File: src/rtl/bxs_pkg.sv
package bxs_pkg;

    localparam int WORD_BYTES  = 2;
    localparam int LONG_BYTES  = 4;
    localparam int BYTE_STRIDE = 2;
    localparam int LANES       = 2;

    localparam logic [15:0] OPC_MASK    = 16'hF1F8;
    localparam logic [15:0] OPC_LOAD_W  = 16'h0108;
    localparam logic [15:0] OPC_LOAD_L  = 16'h0148;
    localparam logic [15:0] OPC_STORE_W = 16'h0188;
    localparam logic [15:0] OPC_STORE_L = 16'h01C8;

    typedef enum logic [2:0] {
        ST_IDLE,
        ST_PF_HEAD,
        ST_XFER,
        ST_PF_TAIL,
        ST_FINISH
    } bxs_state_e;

    typedef struct packed {
        logic       valid;
        logic       to_mem;
        logic       is_long;
        logic [2:0] dn;
        logic [2:0] an;
    } bxs_dec_t;

endpackage

File: src/rtl/bxs_decode.sv
module bxs_decode
    import bxs_pkg::*;
(
    input  logic [15:0] opcode,
    output bxs_dec_t    dec
);

    always_comb begin
        dec         = '0;
        dec.dn      = opcode[11:9];
        dec.an      = opcode[2:0];
        case (opcode & OPC_MASK)
            OPC_LOAD_W: begin
                dec.valid   = 1'b1;
            end
            OPC_LOAD_L: begin
                dec.valid   = 1'b1;
                dec.is_long = 1'b1;
            end
            OPC_STORE_W: begin
                dec.valid   = 1'b1;
                dec.to_mem  = 1'b1;
            end
            OPC_STORE_L: begin
                dec.valid   = 1'b1;
                dec.to_mem  = 1'b1;
                dec.is_long = 1'b1;
            end
            default: begin
                dec.valid   = 1'b0;
            end
        endcase
    end

endmodule

File: src/rtl/bxs_addr_gen.sv
module bxs_addr_gen
    import bxs_pkg::*;
#(
    parameter int ADDR_W = 32
) (
    input  logic              clk,
    input  logic              rst_n,
    input  logic              load,
    input  logic              step,
    input  logic [ADDR_W-1:0] base,
    input  logic [15:0]       disp,
    output logic [ADDR_W-1:0] addr
);

    localparam int EXT_W = ADDR_W - 16;

    logic [ADDR_W-1:0] disp_ext;

    assign disp_ext = {{EXT_W{disp[15]}}, disp};

    always_ff @(posedge clk or negedge rst_n) begin
        if (!rst_n) begin
            addr <= '0;
        end else if (load) begin
            addr <= base + disp_ext;
        end else if (step) begin
            addr <= addr + ADDR_W'(BYTE_STRIDE);
        end
    end

    AST_ADDR_STRIDE: assert property (@(posedge clk) disable iff (!rst_n)
        step && !load |=> addr == $past(addr) + ADDR_W'(BYTE_STRIDE));

endmodule

File: src/rtl/bxs_byte_lanes.sv
module bxs_byte_lanes
    import bxs_pkg::*;
(
    input  logic        clk,
    input  logic        rst_n,
    input  logic        load,
    input  logic        load_to_mem,
    input  logic        load_long,
    input  logic [31:0] dreg,
    input  logic        step,
    input  logic        to_mem_q,
    input  logic        long_q,
    input  logic        active,
    input  logic        byte_odd,
    input  logic [15:0] rdata,
    output logic [15:0] wdata,
    output logic        strobe_hi,
    output logic        strobe_lo,
    output logic [31:0] result
);

    logic [31:0]      shreg;
    logic [15:0]      keep_hi;
    logic [7:0]       cur_byte;
    logic [7:0]       rd_byte;
    logic [LANES-1:0] lane_sel;

    assign cur_byte = shreg[31:24];
    assign rd_byte  = byte_odd ? rdata[7:0] : rdata[15:8];

    for (genvar g = 0; g < LANES; g++) begin : g_lane
        localparam logic LANE_ODD = (g == 0);
        assign lane_sel[g]       = active && (byte_odd == LANE_ODD);
        assign wdata[g*8 +: 8]   = (lane_sel[g] && to_mem_q) ? cur_byte : 8'h00;
    end

    assign strobe_hi = lane_sel[1];
    assign strobe_lo = lane_sel[0];

    always_ff @(posedge clk or negedge rst_n) begin
        if (!rst_n) begin
            shreg   <= '0;
            keep_hi <= '0;
        end else if (load) begin
            keep_hi <= dreg[31:16];
            if (load_to_mem) begin
                shreg <= load_long ? dreg : {dreg[15:0], 16'h0000};
            end else begin
                shreg <= '0;
            end
        end else if (step) begin
            shreg <= to_mem_q ? {shreg[23:0], 8'h00} : {shreg[23:0], rd_byte};
        end
    end

    assign result = long_q ? shreg : {keep_hi, shreg[15:0]};

    AST_LANE_EXCL: assert property (@(posedge clk) disable iff (!rst_n)
        !(strobe_hi && strobe_lo));

endmodule

File: src/rtl/bxs_fsm.sv
module bxs_fsm
    import bxs_pkg::*;
(
    input  logic clk,
    input  logic rst_n,
    input  logic start,
    input  logic op_valid,
    input  logic long_q,
    input  logic bus_ack,
    output logic load,
    output logic pf_req,
    output logic bus_req,
    output logic step,
    output logic finish
);

    localparam int CW = $clog2(LONG_BYTES);

    bxs_state_e    state, nxt;
    logic [CW-1:0] cnt;
    logic [CW-1:0] last_idx;
    logic          last_byte;

    assign last_idx  = long_q ? CW'(LONG_BYTES - 1) : CW'(WORD_BYTES - 1);
    assign last_byte = (cnt == last_idx);

    always_ff @(posedge clk or negedge rst_n) begin
        if (!rst_n) begin
            state <= ST_IDLE;
            cnt   <= '0;
        end else begin
            state <= nxt;
            if (state == ST_PF_HEAD) begin
                cnt <= '0;
            end else if (state == ST_XFER && bus_ack) begin
                cnt <= cnt + CW'(1);
            end
        end
    end

    always_comb begin
        nxt = state;
        unique case (state)
            ST_IDLE:    if (start && op_valid)          nxt = ST_PF_HEAD;
            ST_PF_HEAD: if (bus_ack)                    nxt = ST_XFER;
            ST_XFER:    if (bus_ack && last_byte)       nxt = ST_PF_TAIL;
            ST_PF_TAIL: if (bus_ack)                    nxt = ST_FINISH;
            ST_FINISH:                                  nxt = ST_IDLE;
            default:                                    nxt = ST_IDLE;
        endcase
    end

    always_comb begin
        load    = 1'b0;
        pf_req  = 1'b0;
        bus_req = 1'b0;
        step    = 1'b0;
        finish  = 1'b0;
        unique case (state)
            ST_IDLE:    load    = start && op_valid;
            ST_PF_HEAD: pf_req  = 1'b1;
            ST_XFER: begin
                bus_req = 1'b1;
                step    = bus_ack;
            end
            ST_PF_TAIL: pf_req  = 1'b1;
            ST_FINISH:  finish  = 1'b1;
            default:    finish  = 1'b0;
        endcase
    end

    AST_REQ_EXCL: assert property (@(posedge clk) disable iff (!rst_n)
        !(pf_req && bus_req));
    AST_PF_HOLD: assert property (@(posedge clk) disable iff (!rst_n)
        pf_req && !bus_ack |=> pf_req);
    AST_COUNT_RANGE: assert property (@(posedge clk) disable iff (!rst_n)
        bus_req |-> cnt <= last_idx);
    AST_DONE_PULSE: assert property (@(posedge clk) disable iff (!rst_n)
        finish |=> !finish);
    AST_HEAD_TO_XFER: assert property (@(posedge clk) disable iff (!rst_n)
        $rose(bus_req) |-> $past(pf_req));

endmodule

File: src/rtl/bytelane_xfer_seq.sv
module bytelane_xfer_seq
    import bxs_pkg::*;
#(
    parameter int ADDR_W = 32
) (
    input  logic              clk,
    input  logic              rst_n,
    input  logic              start,
    input  logic [15:0]       opcode,
    input  logic [15:0]       disp,
    input  logic [ADDR_W-1:0] areg_val,
    input  logic [31:0]       dreg_val,
    output logic [2:0]        an_idx,
    output logic [2:0]        dn_idx,
    output logic              pf_req,
    output logic              bus_req,
    output logic              bus_we,
    output logic [ADDR_W-1:0] bus_addr,
    output logic [15:0]       bus_wdata,
    output logic              bus_ub,
    output logic              bus_lb,
    input  logic [15:0]       bus_rdata,
    input  logic              bus_ack,
    output logic              wb_en,
    output logic [2:0]        wb_idx,
    output logic [31:0]       wb_data,
    output logic              done
);

    bxs_dec_t    dec;
    logic        load, step, finish;
    logic        to_mem_q, long_q;
    logic [2:0]  dn_q;

    bxs_decode u_dec (
        .opcode (opcode),
        .dec    (dec)
    );

    assign an_idx = dec.an;
    assign dn_idx = dec.dn;

    always_ff @(posedge clk or negedge rst_n) begin
        if (!rst_n) begin
            to_mem_q <= 1'b0;
            long_q   <= 1'b0;
            dn_q     <= '0;
        end else if (load) begin
            to_mem_q <= dec.to_mem;
            long_q   <= dec.is_long;
            dn_q     <= dec.dn;
        end
    end

    bxs_fsm u_fsm (
        .clk      (clk),
        .rst_n    (rst_n),
        .start    (start),
        .op_valid (dec.valid),
        .long_q   (long_q),
        .bus_ack  (bus_ack),
        .load     (load),
        .pf_req   (pf_req),
        .bus_req  (bus_req),
        .step     (step),
        .finish   (finish)
    );

    bxs_addr_gen #(.ADDR_W(ADDR_W)) u_addr (
        .clk   (clk),
        .rst_n (rst_n),
        .load  (load),
        .step  (step),
        .base  (areg_val),
        .disp  (disp),
        .addr  (bus_addr)
    );

    bxs_byte_lanes u_lanes (
        .clk         (clk),
        .rst_n       (rst_n),
        .load        (load),
        .load_to_mem (dec.to_mem),
        .load_long   (dec.is_long),
        .dreg        (dreg_val),
        .step        (step),
        .to_mem_q    (to_mem_q),
        .long_q      (long_q),
        .active      (bus_req),
        .byte_odd    (bus_addr[0]),
        .rdata       (bus_rdata),
        .wdata       (bus_wdata),
        .strobe_hi   (bus_ub),
        .strobe_lo   (bus_lb),
        .result      (wb_data)
    );

    assign bus_we = bus_req && to_mem_q;
    assign done   = finish;
    assign wb_en  = finish && !to_mem_q;
    assign wb_idx = dn_q;

    AST_REQ_HOLD: assert property (@(posedge clk) disable iff (!rst_n)
        bus_req && !bus_ack |=> bus_req && $stable(bus_addr) && $stable(bus_we)
            && $stable(bus_wdata));
    AST_LANE_MATCH: assert property (@(posedge clk) disable iff (!rst_n)
        bus_req |-> (bus_ub == !bus_addr[0]) && (bus_lb == bus_addr[0]));
    AST_WB_WITH_DONE: assert property (@(posedge clk) disable iff (!rst_n)
        wb_en |-> done);
    AST_DONE_AFTER_TAIL: assert property (@(posedge clk) disable iff (!rst_n)
        $rose(done) |-> $past(pf_req) && $past(bus_ack));

endmodule

File: config.mk
export PLATFORM = sky130hd
export DESIGN_NAME = bytelane_xfer_seq
export DESIGN_NICKNAME = d
export VERILOG_FILES = /design/src/rtl/bxs_pkg.sv /design/src/rtl/bxs_decode.sv /design/src/rtl/bxs_addr_gen.sv /design/src/rtl/bxs_byte_lanes.sv /design/src/rtl/bxs_fsm.sv /design/src/rtl/bytelane_xfer_seq.sv
export SDC_FILE = /design/constraint.sdc
export NUM_CORES = 1
export LEC_CHECK = 0
export BUFFER_PORTS_ARGS = -buffer_cell sky130_fd_sc_hd__buf_2
export CAP_MARGIN = 20
export CORE_MARGIN = 1.5
export CORE_UTILIZATION = 45
export CTS_CLUSTER_DIAMETER = 30
export DETAILED_ROUTE_END_ITERATION = 8
export PLACE_DENSITY = 0.73
export SYNTH_ARGS = -nofsm -noshare
export SYNTH_HDL_FRONTEND = slang
export SYNTH_SLANG_ARGS = --single-unit
File: constraint.sdc
create_clock -name clk -period 2.39 [get_ports clk]
set_clock_uncertainty 0.05 [all_clocks]
set_input_delay 0.1195 -clock clk [delete_from_list [all_inputs] [get_ports clk]]
set_output_delay 0.1195 -clock clk [all_outputs]
set_load 0.02 [all_outputs]
# After elaboration in Yosys (flattened, before gate mapping)
# Cells that the tools add are included.
totals:
  reg_bits: 90
  latch_bits: 0
  ram_bits: 0
  mem_bits_ro: 0
  in_bits: 116
  out_inout_bits: 96
  word_cells: 70
  mem_count: 0
op_classes:
  add_sub_neg: 3
  mul: 0
  n_div: 0
  order_cmp: 0
  eq_ne: 13
  n_shift: 0
  muxes: 27
  n_bitwise: 1
  reduce_logical: 18
op_table:
  columns: ["cell", "n"]
  rows:
  - ["$mux W32", 7]
  - ["$eq A10 B6 Y1 const B", 4]
  - ["$add A32 B2 Y32 const B", 1]
  - ["$add A32 B32 Y32", 1]
  - ["$mux W8", 4]
  - ["$mux W3", 4]
  - ["$pmux W3 S4", 1]
  - ["$logic_and A1 B1 Y1", 9]
  - ["$mux W1", 8]
  - ["$eq A3 B2 Y1 const B", 2]
  - ["$mux W2", 3]
  - ["$ne A2 B2 Y1 const B", 3]
  - ["$reduce_or A2 Y1", 3]
  - ["$reduce_and A4 Y1", 1]
  - ["$reduce_bool A2 Y1", 2]
  - ["$reduce_or A4 Y1", 1]
  - ["$eq A3 B1 Y1 const B", 1]
  - ["$eq A3 B3 Y1 const B", 1]
  - ["$logic_not A3 Y1", 1]
  - ["$add A2 B1 Y2 const B", 1]
  - ["$eq A2 B2 Y1", 1]
  - ["$ne A2 B1 Y1 const B", 1]
  - ["$logic_not A1 Y1", 1]
  - ["$not A1 Y1", 1]

# Longest topological paths before layout
# Gate-level depths: netlist (run 1).
logic_depth:
  word_depth: 6
  depth_mapped: 9
  depth_no_buf: 9

# Modules after synthesis
# A second synthesis (run 1) with hierarchy kept.
unflattened:
  hier_cells: 722
  area_unflattened_um2: 6807.8
modules_own_cells:
  columns: ["module", "instances", "cells_each", "area_each_um2", "seq_area_each_um2"]
  rows:
  - ["bxs_addr_gen", 1, 416, 3479.6, 800.8]
  - ["bxs_byte_lanes", 1, 244, 2737.6, 1201.2]
  - ["bxs_fsm", 1, 37, 311.5, 125.1]
  - ["bytelane_xfer_seq", 1, 12, 193.9, 125.1]
  - ["bxs_decode", 1, 13, 85.1, 0.0]

# Least setup slack after synthesis (run 1)
# OpenSTA, ideal clock, no wires.
synth_path:
  path_type: "input-to-reg"
  from: "in disp[0]"
  to: "reg u_addr.addr[30]"
  setup_ns: 0.120
  arrival_time_ns: 2.167
  required_ns: 2.220
  setup_slack_ns: 0.053
  cell_stages: 9
  path_buffers: 0
  path_cell_list: "ha_1 -> fa_1 -> a211o_1 -> o211ai_1 -> a21oi_1 -> o211ai_1 -> a211oi_1 -> or3_1 -> a31o_1"
synth_between:
  elab_chain_len: 2
synth_lines:
  columns: ["element", "line", "text"]
  rows:
  - ["from (decl)", "bytelane_xfer_seq.sv:10", "input logic [15:0] disp,"]
  - ["$add A32 B32 Y32", "bxs_addr_gen.sv:25", "addr <= base + disp_ext;"]
  - ["$mux W32", "bxs_addr_gen.sv:24", "end else if (load) begin"]
  - ["to (signal assigned)", "bxs_addr_gen.sv:25", null]
  - ["to (signal assigned)", "bxs_addr_gen.sv:27", "addr <= addr + ADDR_W'(BYTE_STRIDE);"]
  - ["to (decl)", "bxs_addr_gen.sv:12", "output logic [ADDR_W-1:0] addr"]
# Every way passes these cells.
# A chain may end at the register's enable or synchronous reset.

# Final worst setup path (run 1)
# Same ends and word-level chain as after synthesis.

==> metrics.md, run 1 <==
| Metric | Value |
|---|---|
| Status | complete, no violations |
| Critical-path maximum fanout | 3 |
| HP Class | input pin to register |
| Hold Buf Count CTS | 29 |
| Slew @ Worst Pin | 0.5587 ns |
| Worst Path Buf+Inv | 1 |
| Die height | 126.5 um |
| Final Instance Area | 8781 um^2 |
| Final Hold Vio Count | 0 |
| RSZ-0062 raised after global routing | no |
| PortBufs | 205 |
| Maximum vdd drop | 409.0 uV |
| Total CTS buffers | 9 |
| Fin crit share | 92.14% |
| Die Area | 15990 um^2 |
| CTS clock-pin slew for the worst setup and hold paths | 0.06 ns |
| CTS resizes | 0 |
| PwrDens | 700.1 nW/um^2 |
| Global-route wire length before repair | 31850 um |
| Nets | 1186 |
| Yosys reg bits | 90 |
| CTS tree | yes |
| CP top delay family | compound AO/OA/AOI/OAI gates |
| Cell Area, Synth | 6858 um^2 |
| Pins Over Slew Limit | 0 |
| Yosys cell types | 67 |
| Slew margin rel. | 62.75% |
| Antenna violations before repair | 0 |
| Worst path most repeated cell | o211ai_1 |
| MaxCap Viol Count | 0 |
| Clock tree buffer depth | 2 |
| Syn Nets | 950 |
| Non-Filler Instances | 1226 |
| Largest net degree at the start of global routing | 42 |
| Worst skew pair latency | 0.33 ns |
| Vias after detailed routing | 6709 |
| Layout cells sized above 1 | 30.04% |
| Vias per Instance | 5.472 |
| FMAX | 454.1 MHz |
| CP arrival | 2.37 ns |
| Total track usage | 24.72% |
| Drt drc | 0 |
| I/O pin cnt | 212 |
| Die width | 126.5 um |
| Dpl hpwl | 14900 um |
| CP Class | input pin to register |
| CP endpoint kind | register |
| Top cell type's share of synthesized area | 32.84% |
| Syn Area/Cell | 8.562 um^2 |
| Placer Congestion | 0.9174 |
| Final Setup Violations | 0 |
| Power Total | 6.147 mW |
| Most area-hungry cell type in the Yosys netlist | dfrtp_1 |
| Async SR Flop Fraction | 100.0% |
| # Post-CTS Setup Buffers | 0 |
| Post-route ant nets | 0 |
| Pre-Repair DR Iteration Count | 6 |
| Fin Hold WS | 0.03848 ns |
| Sum Neg Setup Slack | 0 ns |
| Top cells by area, synth | dfrtp_1 (33%), nand2_1 (7.1%), ha_1 (5.8%) |
| Sink Count | 90 |
| CP Cell Sequence | buf_2 > ha_1 > fa_1 > a211o_1 > o211ai_1 > a21oi_1 > o211ai_1 > a211oi_1 > or3_1 > a31o_1 |
| Leak | 4.449 nW |
| DP Cell Count | 1181 |
| Total routed wirelength | 19600 um |
| Clock Root Buffer | clkbuf_16 |
| Slowest-stage cell, CP | fa_1 |
| Crit path largest cell delay | 0.39 ns |
| Area Overhead vs Synth | 28.04% |
| WP data required | 2.56 ns |
| CP Launch Type | input pin |
| # diodes | 0 |
| Min Tclk post-route | 2.202 ns |
| Cell row count | 44 |
| Gate Count Post-Synth | 801 |
| DR iter-0 viols | 410 |
| Core ar. | 14700 um^2 |
| Grt ovf | 0 |
| Synth warnings | 0 |
| Dpl cell area | 8192 um^2 |
| Post-synth EDFFs | 0 |
| Top post-synthesis cells by count | nand2_1 (129), dfrtp_1 (90), a21oi_1 (56) |
| Wirelength per Cell | 15.99 um |
| Count leader, synth | nand2_1 |
| Main flop type after synthesis | dfrtp_1 |
| H-tree levels | 3 |
| Starting Density | 46.65% |
| Sequential share of the synthesized area | 32.84% |
| Vias in the first global route | 6384 |
==> routing by layer <==
| layer | GRT usage (%) | share of wire, % | wire [um] | up-vias |
|---|---|---|---|---|
| li1 | - | - | - | 3318 |
| met1 | 32.49 | 44 | 8693 | 3146 |
| met2 | 42.01 | 48 | 9454 | 216 |
| met3 | 3.458 | 5.9 | 1155 | 29 |
| met4 | 8.249 | 1.5 | 300 | 0 |
| met5 | 0 | 0 | 0 | - |
==> placed cells by master (no fill, tap or decap), types with 20 or more instances in the layout <==
cell type and instances:
dfrtp_1 90, dlygate4sd3_1 29, nor2_1 49, nand3_1 28, ha_1 32, nand2_1 129
xnor2_1 28, and3_1 20, buf_2 204, a21oi_1 56, o21ai_0 43, buf_4 56
xor2_1 25, mux2i_1 33, mux2_2 24
==> stage by stage <==
step / utilization (%) / setup slack [ns]
3_5_place_dp: 55.73 / -0.1767
3_3_place_gp: 55.73 / -0.1505
2_1_floorplan: - / 0.05324
5_1_grt: 59.74 / 0.02277
4_1_cts: 59.74 / 0.1806
6_report: 59.74 / 0.1879
==> worst register-to-register path: stages, from the launching register on <==
cell	delay (ns)
dfrtp_1	0.43
nand4b_2	0.31
or3_4	0.48
nand2_1	0.23
buf_4	0.33
nor2_1	0.07
a21oi_1	0.13
==> sequential cells by signal, summed over array words and instances, names as in the netlist <==
signal           cells
u_addr.addr         32
u_lanes.shreg       32
u_lanes.keep_hi     16
u_fsm.state          3
wb_idx               3
u_fsm.cnt            2
long_q               1
to_mem_q             1
==> path summary, 6_finish.rpt <==
| check | from | end | slack, ns | depth (start not counted) |
|---|---|---|---|---|
| setup / recovery | disp[0] | u_addr.addr[30]$_DFFE_PN0P_ | 0.19 | 10 |
| min in group asynchronous | rst_n | u_lanes.shreg[24]$_DFFE_PN0P_ | 0.26 | 2 |
| setup reg to reg | u_fsm.state[1]$_DFFE_PN0P_ | u_lanes.shreg[10]$_DFFE_PN0P_ | 0.27 | 6 |
| hold / removal | areg_val[0] | u_addr.addr[0]$_DFFE_PN0P_ | 0.04 | 4 |
| hold reg to reg | u_lanes.keep_hi[15]$_DFFE_PN0P_ | u_lanes.keep_hi[15]$_DFFE_PN0P_ | 0.42 | 2 |
| max in group asynchronous | rst_n | u_lanes.shreg[5]$_DFFE_PN0P_ | 1.37 | 3 |
==> final cells by class <==
class                   count  area [um^2]
fillers                  1344         5918
multi-input cells         637         4214
flip-flops and latches     90         2252
repair buffers            290         1752
clock buffers              14        264.0
well taps                 184        230.2
clock inverters             2        35.03
inverters                   9        33.78
==> power by group <==
group | leakage [nW] | internal (mW) | switching [mW]
combinational | 3.19 | 1.03 | 1.38
clock | 0.147 | 0.868 | 0.568
sequential | 1.11 | 1.91 | 0.386
==> logic make-up (layout without fill, tap and decap cells) <==
family                     after synthesis  in the layout  synth area share [%]
muxes                                   57             57                 8.758
xor gates and xnor gates                53             53                 6.769
DFF                                     90             90                 32.84
AOI/OAI and AO/OA                      205            205                 18.94
buffers and inverters                   74            315                 5.711
and+or+nand+nor                        289            289                 20.85
adders and majority gates               33             33                 6.130
Note: power is estimated with default switching activity, not from simulation.
==> inputs of run 2 (changes only) <==
--- a/config.mk
+++ b/config.mk
@@ -5,7 +5,7 @@
 export SDC_FILE = /design/constraint.sdc
 export NUM_CORES = 1
 export LEC_CHECK = 0
-export BUFFER_PORTS_ARGS = -buffer_cell sky130_fd_sc_hd__buf_2
+export BUFFER_PORTS_ARGS = -buffer_cell sky130_fd_sc_hd__buf_4
 export CAP_MARGIN = 20
 export CORE_MARGIN = 1.5
 export CORE_UTILIZATION = 45
==> constraint.sdc (replaced) <==
create_clock -name clk -period 2.7 [get_ports clk]
set_clock_uncertainty 0.05 [all_clocks]
set_input_delay 0.135 -clock clk [delete_from_list [all_inputs] [get_ports clk]]
set_output_delay 0.135 -clock clk [all_outputs]
set_load 0.02 [all_outputs]
==> run 2 against run 1 <==
Sequential power shrank 10%. Count of clock-buffer cells in the layout down 4. Hold slack worse by 0.029 ns. Largest cell class unchanged.
==> metrics.md, run 2 (synthesis results as in run 1) <==
| Metric | Value |
|---|---|
| Status | complete, no violations |
| Sink Count | 90 |
| Clock tree buffer depth | 2 |
| CP endpoint kind | primary output |
| CP arrival | 2.23 ns |
| Clock Root Buffer | clkbuf_16 |
| HP Class | input pin to register |
| PwrDens | 624.5 nW/um^2 |
| Worst r2r path cells | 7 |
| Hold depth | 3 |
| # Post-CTS Setup Buffers | 0 |
| Wirelength per Cell | 16.86 um |
| Starting Density | 46.65% |
| Maximum vdd drop | 351.1 uV |
| Drt drc | 0 |
| Die width | 126.5 um |
| I/O pin cnt | 212 |
| Final Hold Vio Count | 0 |
| Leak | 4.391 nW |
| Dpl hpwl | 15090 um |
| CTS clock-pin slew for the worst setup and hold paths | 0.07 ns |
| Hold Crit Endpoint | u_lanes.shreg[9]$_DFFE_PN0P_ |
| Antenna violations before repair | 0 |
| CP Class | register to primary output |
| Reg2reg setup slack | 0.35 ns |
| Dpl cell area | 8434 um^2 |
| Commonest non-fill, non-tap cell in the layout | buf_4 |
| RSZ-0062 raised after global routing | no |
| Largest net degree at the start of global routing | 45 |
| Slew @ Worst Pin | 0.8215 ns |
| Critical-path maximum fanout | 12 |
| Crit path largest cell delay | 0.39 ns |
| Most frequent cells in the layout | buf_4 (227), nand2_1 (129), dfrtp_1 (90) |
| Die Area | 15990 um^2 |
| Grt ovf | 0 |
| Final Setup Violations | 0 |
| Vias per Instance | 5.578 |
| Layout Utilization | 61.20% |
| Final Instance Area | 8996 um^2 |
| CP Launch Type | register |
| Total routed wirelength | 20010 um |
| WP data required | 2.52 ns |
| Layout cells sized above 1 | 28.22% |
| CP Cell Sequence | buf_4 > nor2_1 > and3_1 > nor2b_2 > and2_1 > buf_4 |
| Die height | 126.5 um |
| Total track usage | 25.36% |
| Placer Congestion | 0.8922 |
| Nets | 1147 |
| Slowest-stage cell, CP | nor2b_2 |
| Pins Over Slew Limit | 0 |
| Area Overhead vs Synth | 31.18% |
| Post-route ant nets | 0 |
| Worst path most repeated cell | buf_4 |
| R2R Path Start | u_fsm.state[1]$_DFFE_PN0P_ |
| Worst skew pair latency | 0.34 ns |
| H-tree levels | 3 |
| Total CTS buffers | 9 |
| FMAX | 414.5 MHz |
| Reg-to-reg endpoint | u_addr.addr[18]$_DFFE_PN0P_ |
| Global-route wire length before repair | 32660 um |
| Min Tclk post-route | 2.413 ns |
| DR iter-0 viols | 425 |
| Hold path start | dreg_val[9] |
| Sum Neg Setup Slack | 0 ns |
| Top Registers | u_addr.addr (32), u_lanes.shreg (32), u_lanes.keep_hi (16) |
| Pre-Repair DR Iteration Count | 4 |
| MaxCap Viol Count | 0 |
| Vias in the first global route | 6429 |
| # diodes | 0 |
| Slew margin rel. | 45.23% |
| Fin crit share | 89.36% |
| Cell row count | 44 |
| PortBufs | 205 |
| Vias after detailed routing | 6621 |
| Core ar. | 14700 um^2 |
| CTS tree | yes |
## run 2: metrics by stage
stage	setup WS [ns]	power (mW)	hold slack [ns]	std cells
global placement	0.1251	4.187	0.1208	1147
CTS	0.1244	5.616	0.001004	1187
detailed placement	0.1035	4.232	0.1214	1147
global route	0.1137	5.942	0.02178	1187
finish	0.2873	5.618	0.009805	1187
floorplan	0.3477	3.505	-0.2106	801
## run 2: cell type report
class	instances	area [um^2]
Clock inverter	6	90.09
Inverter	9	33.78
Fill cell	1323	5703
Timing Repair Buffer	251	1944
Sequential cell	90	2252
Tap cell	184	230.2
Clock buffer	10	229.0
Multi-Input combinational cell	637	4217
## run 2: metal layers
metal	GRT usage (%)	vias to the layer above	share of wire, %
met1	33.06	3134	44
met3	4.007	18	6.2
li1	-	3258	-
met4	6.626	0	1.1
met2	43.97	211	48
met5	0	-	0
## run 2: how the worst max path moves through the flow
stage | start | end | slack [ns] | depth (start not counted)
2_1_floorplan | disp[0] | u_addr.addr[30]$_DFFE_PN0P_ | 0.35 | 9
3_3_place_gp | disp[0] | u_addr.addr[30]$_DFFE_PN0P_ | 0.13 | 10
3_5_place_dp | disp[0] | u_addr.addr[30]$_DFFE_PN0P_ | 0.10 | 10
4_1_cts | u_fsm.state[0]$_DFFE_PN0P_ | bus_wdata[11] | 0.12 | 6
5_1_grt | u_fsm.state[1]$_DFFE_PN0P_ | u_addr.addr[18]$_DFFE_PN0P_ | 0.11 | 7
6_report | u_fsm.state[0]$_DFFE_PN0P_ | bus_wdata[11] | 0.29 | 6
## run 2: worst max-delay path: cells and delay by family, from the launching register on
family                 cells  cell delay [ns]
buffers and inverters      2             0.32
DFF                        1             0.38
and+or+nand+nor            4             1.19
## run 2: repair_timing
item | in CTS | in global routing
hold buffers | 24 | 0
endpoints found under the setup margin | 0 | 9
resized for setup | 0 | 2
hold endpoints to repair | 64 | 0
## run 2: power breakdown
group | internal [mW] | total [mW] | switching (mW)
sequential | 1.69 | 2.06 | 0.365
clock | 0.815 | 1.36 | 0.542
combinational | 1.00 | 2.20 | 1.20
total | 3.51 | 5.62 | 2.11
==> inputs of run 3 (changes only) <==
--- a/config.mk
+++ b/config.mk
@@ -5,13 +5,14 @@
 export SDC_FILE = /design/constraint.sdc
 export NUM_CORES = 1
 export LEC_CHECK = 0
+export ABC_CLOCK_PERIOD_IN_PS = 2700
 export BUFFER_PORTS_ARGS = -buffer_cell sky130_fd_sc_hd__buf_4
 export CAP_MARGIN = 20
 export CORE_MARGIN = 1.5
-export CORE_UTILIZATION = 45
+export CORE_UTILIZATION = 30
 export CTS_CLUSTER_DIAMETER = 30
 export DETAILED_ROUTE_END_ITERATION = 8
-export PLACE_DENSITY = 0.73
+export PLACE_DENSITY = 0.53
 export SYNTH_ARGS = -nofsm -noshare
 export SYNTH_HDL_FRONTEND = slang
 export SYNTH_SLANG_ARGS = --single-unit
==> run 3 against run 2 <==
Maximum frequency shrank 0.44%. Sequential power about the same. Final cell count up 8.8%. Combinational power up 2%. Power grew 1.1%. Critical path type unchanged. Critical endpoint is now bus_wdata[15]. Highest routed layer unchanged.
==> metrics.md, run 3 (synthesis results as in run 1) <==
| Metric | Value |
|---|---|
| Status | complete, no violations |
| Area Overhead vs Synth | 33.88% |
| Clock Root Buffer | clkbuf_16 |
| Most frequent cells in the layout | buf_4 (227), nand2_1 (129), dfrtp_1 (90) |
| CTS clock-pin slew for the worst setup and hold paths | 0.07 ns |
| Worst skew pair latency | 0.35 ns |
| Worst slack, placed | 0.03258 ns |
| FMAX | 412.7 MHz |
| Worst setup path end | bus_wdata[15] |
| Nets | 1152 |
| CTS tree | yes |
| Final Hold Vio Count | 0 |
| DR iter-0 viols | 277 |
| Reg-to-reg endpoint | u_addr.addr[18]$_DFFE_PN0P_ |
| Worst r2r path cells | 7 |
| CP Launch Type | register |
| MaxCap Viol Count | 0 |
| Fin crit share | 89.75% |
| Wirelength per Cell | 17.06 um |
| Sum Neg Setup Slack | 0 ns |
| Post-route setup slack | 0.2767 ns |
| H-tree levels | 3 |
| Sink Count | 90 |
| Reg2reg setup slack | 0.39 ns |
| Dpl hpwl | 16510 um |
| Global-route wire length before repair | 34900 um |
| Grt ovf | 0 |
| Slew @ Worst Pin | 0.8451 ns |
| Largest net degree at the start of global routing | 91 |
| Drt drc | 0 |
| Leak | 4.424 nW |
| Placer Congestion | 0.8803 |
| CP arrival | 2.24 ns |
| WP data required | 2.52 ns |
| Maximum vdd drop | 289.0 uV |
| I/O pin cnt | 212 |
| Clock tree buffer depth | 2 |
| Min Tclk post-route | 2.423 ns |
| Top Registers | u_addr.addr (32), u_lanes.shreg (32), u_lanes.keep_hi (16) |
| Antenna violations before repair | 0 |
| Critical-path maximum fanout | 8 |
| Final Setup Violations | 0 |
| PwrDens | 618.8 nW/um^2 |
| CP startpoint | u_fsm.state[0]$_DFFE_PN0P_ |
| Hold depth | 3 |
| Vias after detailed routing | 6562 |
| Total CTS buffers | 9 |
| Total track usage | 18.54% |
| Pre-Repair DR Iteration Count | 4 |
| R2R Path Start | u_fsm.state[0]$_DFFE_PN0P_ |
| Core ar. | 22500 um^2 |
| Die Area | 23780 um^2 |
| Fin Hold WS | 0.01228 ns |
| Post-route ant nets | 0 |
| Layout cells sized above 1 | 28.10% |
| Pins Over Slew Limit | 0 |
| Commonest non-fill, non-tap cell in the layout | buf_4 |
| Die width | 154.2 um |
| CP endpoint kind | primary output |
| Die height | 154.2 um |
| Vias in the first global route | 6520 |
| PortBufs | 205 |
| RSZ-0062 raised after global routing | no |
| Layout Utilization | 40.80% |
| Total routed wirelength | 22040 um |
| CP Class | register to primary output |
| # diodes | 0 |
| Vias per Instance | 5.079 |
| Slew margin rel. | 43.66% |
| Starting Density | 30.48% |
| HP Class | input pin to register |
| Cell row count | 55 |
## run 3: worst min-delay path by stage
stage / end / from
2_1_floorplan: long_q$_DFFE_PN0P_ / rst_n
3_3_place_gp: u_lanes.keep_hi[5]$_DFFE_PN0P_ / rst_n
3_5_place_dp: u_lanes.keep_hi[5]$_DFFE_PN0P_ / rst_n
4_1_cts: u_lanes.shreg[11]$_DFFE_PN0P_ / dreg_val[11]
5_1_grt: u_lanes.shreg[11]$_DFFE_PN0P_ / dreg_val[11]
6_report: u_lanes.shreg[11]$_DFFE_PN0P_ / dreg_val[11]
## run 3: final cells by class
cell class	instances	area (um^2)
clock buffers	10	239.0
clock inverters	5	78.83
fillers	2301	13320
inverters	9	33.78
multi-input cells	637	4217
flip-flops and latches	90	2252
well taps	285	356.6
repair buffers	256	2004
## run 3: power by group
part / leakage (nW) / internal, mW / switching (mW) / total (mW)
combinational: 3.15 / 1.02 / 1.23 / 2.25
clock: 0.158 / 0.830 / 0.542 / 1.37
sequential: 1.11 / 1.69 / 0.368 / 2.06
total: 4.42 / 3.54 / 2.14 / 5.68
## run 3: repair_timing
item,CTS,global route
hold buffers,28,0
hold endpoints to repair,117,0
setup endpoints to repair,0,8
buffers inserted,0,0
resized for setup,0,1
## run 3: worst max-delay path, cell delays in order (launching register included)
cell	delay, ns
dfrtp_1	0.48
buf_4	0.20
nor2_1	0.32
and3_1	0.25
nor2b_2	0.30
and2_1	0.19
buf_4	0.14
## run 3: per-stage QoR
step	std cells	total power, mW	area (um^2)
2_1_floorplan	801	3.505	6858
3_3_place_gp	1249	4.283	8581
3_5_place_dp	1249	4.301	8581
4_1_cts	1292	5.733	9179
5_1_grt	1292	6.053	9181
6_report	1292	5.681	9181
## run 3: per-layer routing
layer | track usage, % | share of wire (%) | up-vias
li1 | - | - | 3266
met1 | 24.97 | 47 | 3088
met2 | 30.88 | 47 | 188
met3 | 2.970 | 5.1 | 20
met4 | 4.947 | 1.4 | 0
met5 | 0 | 0 | -
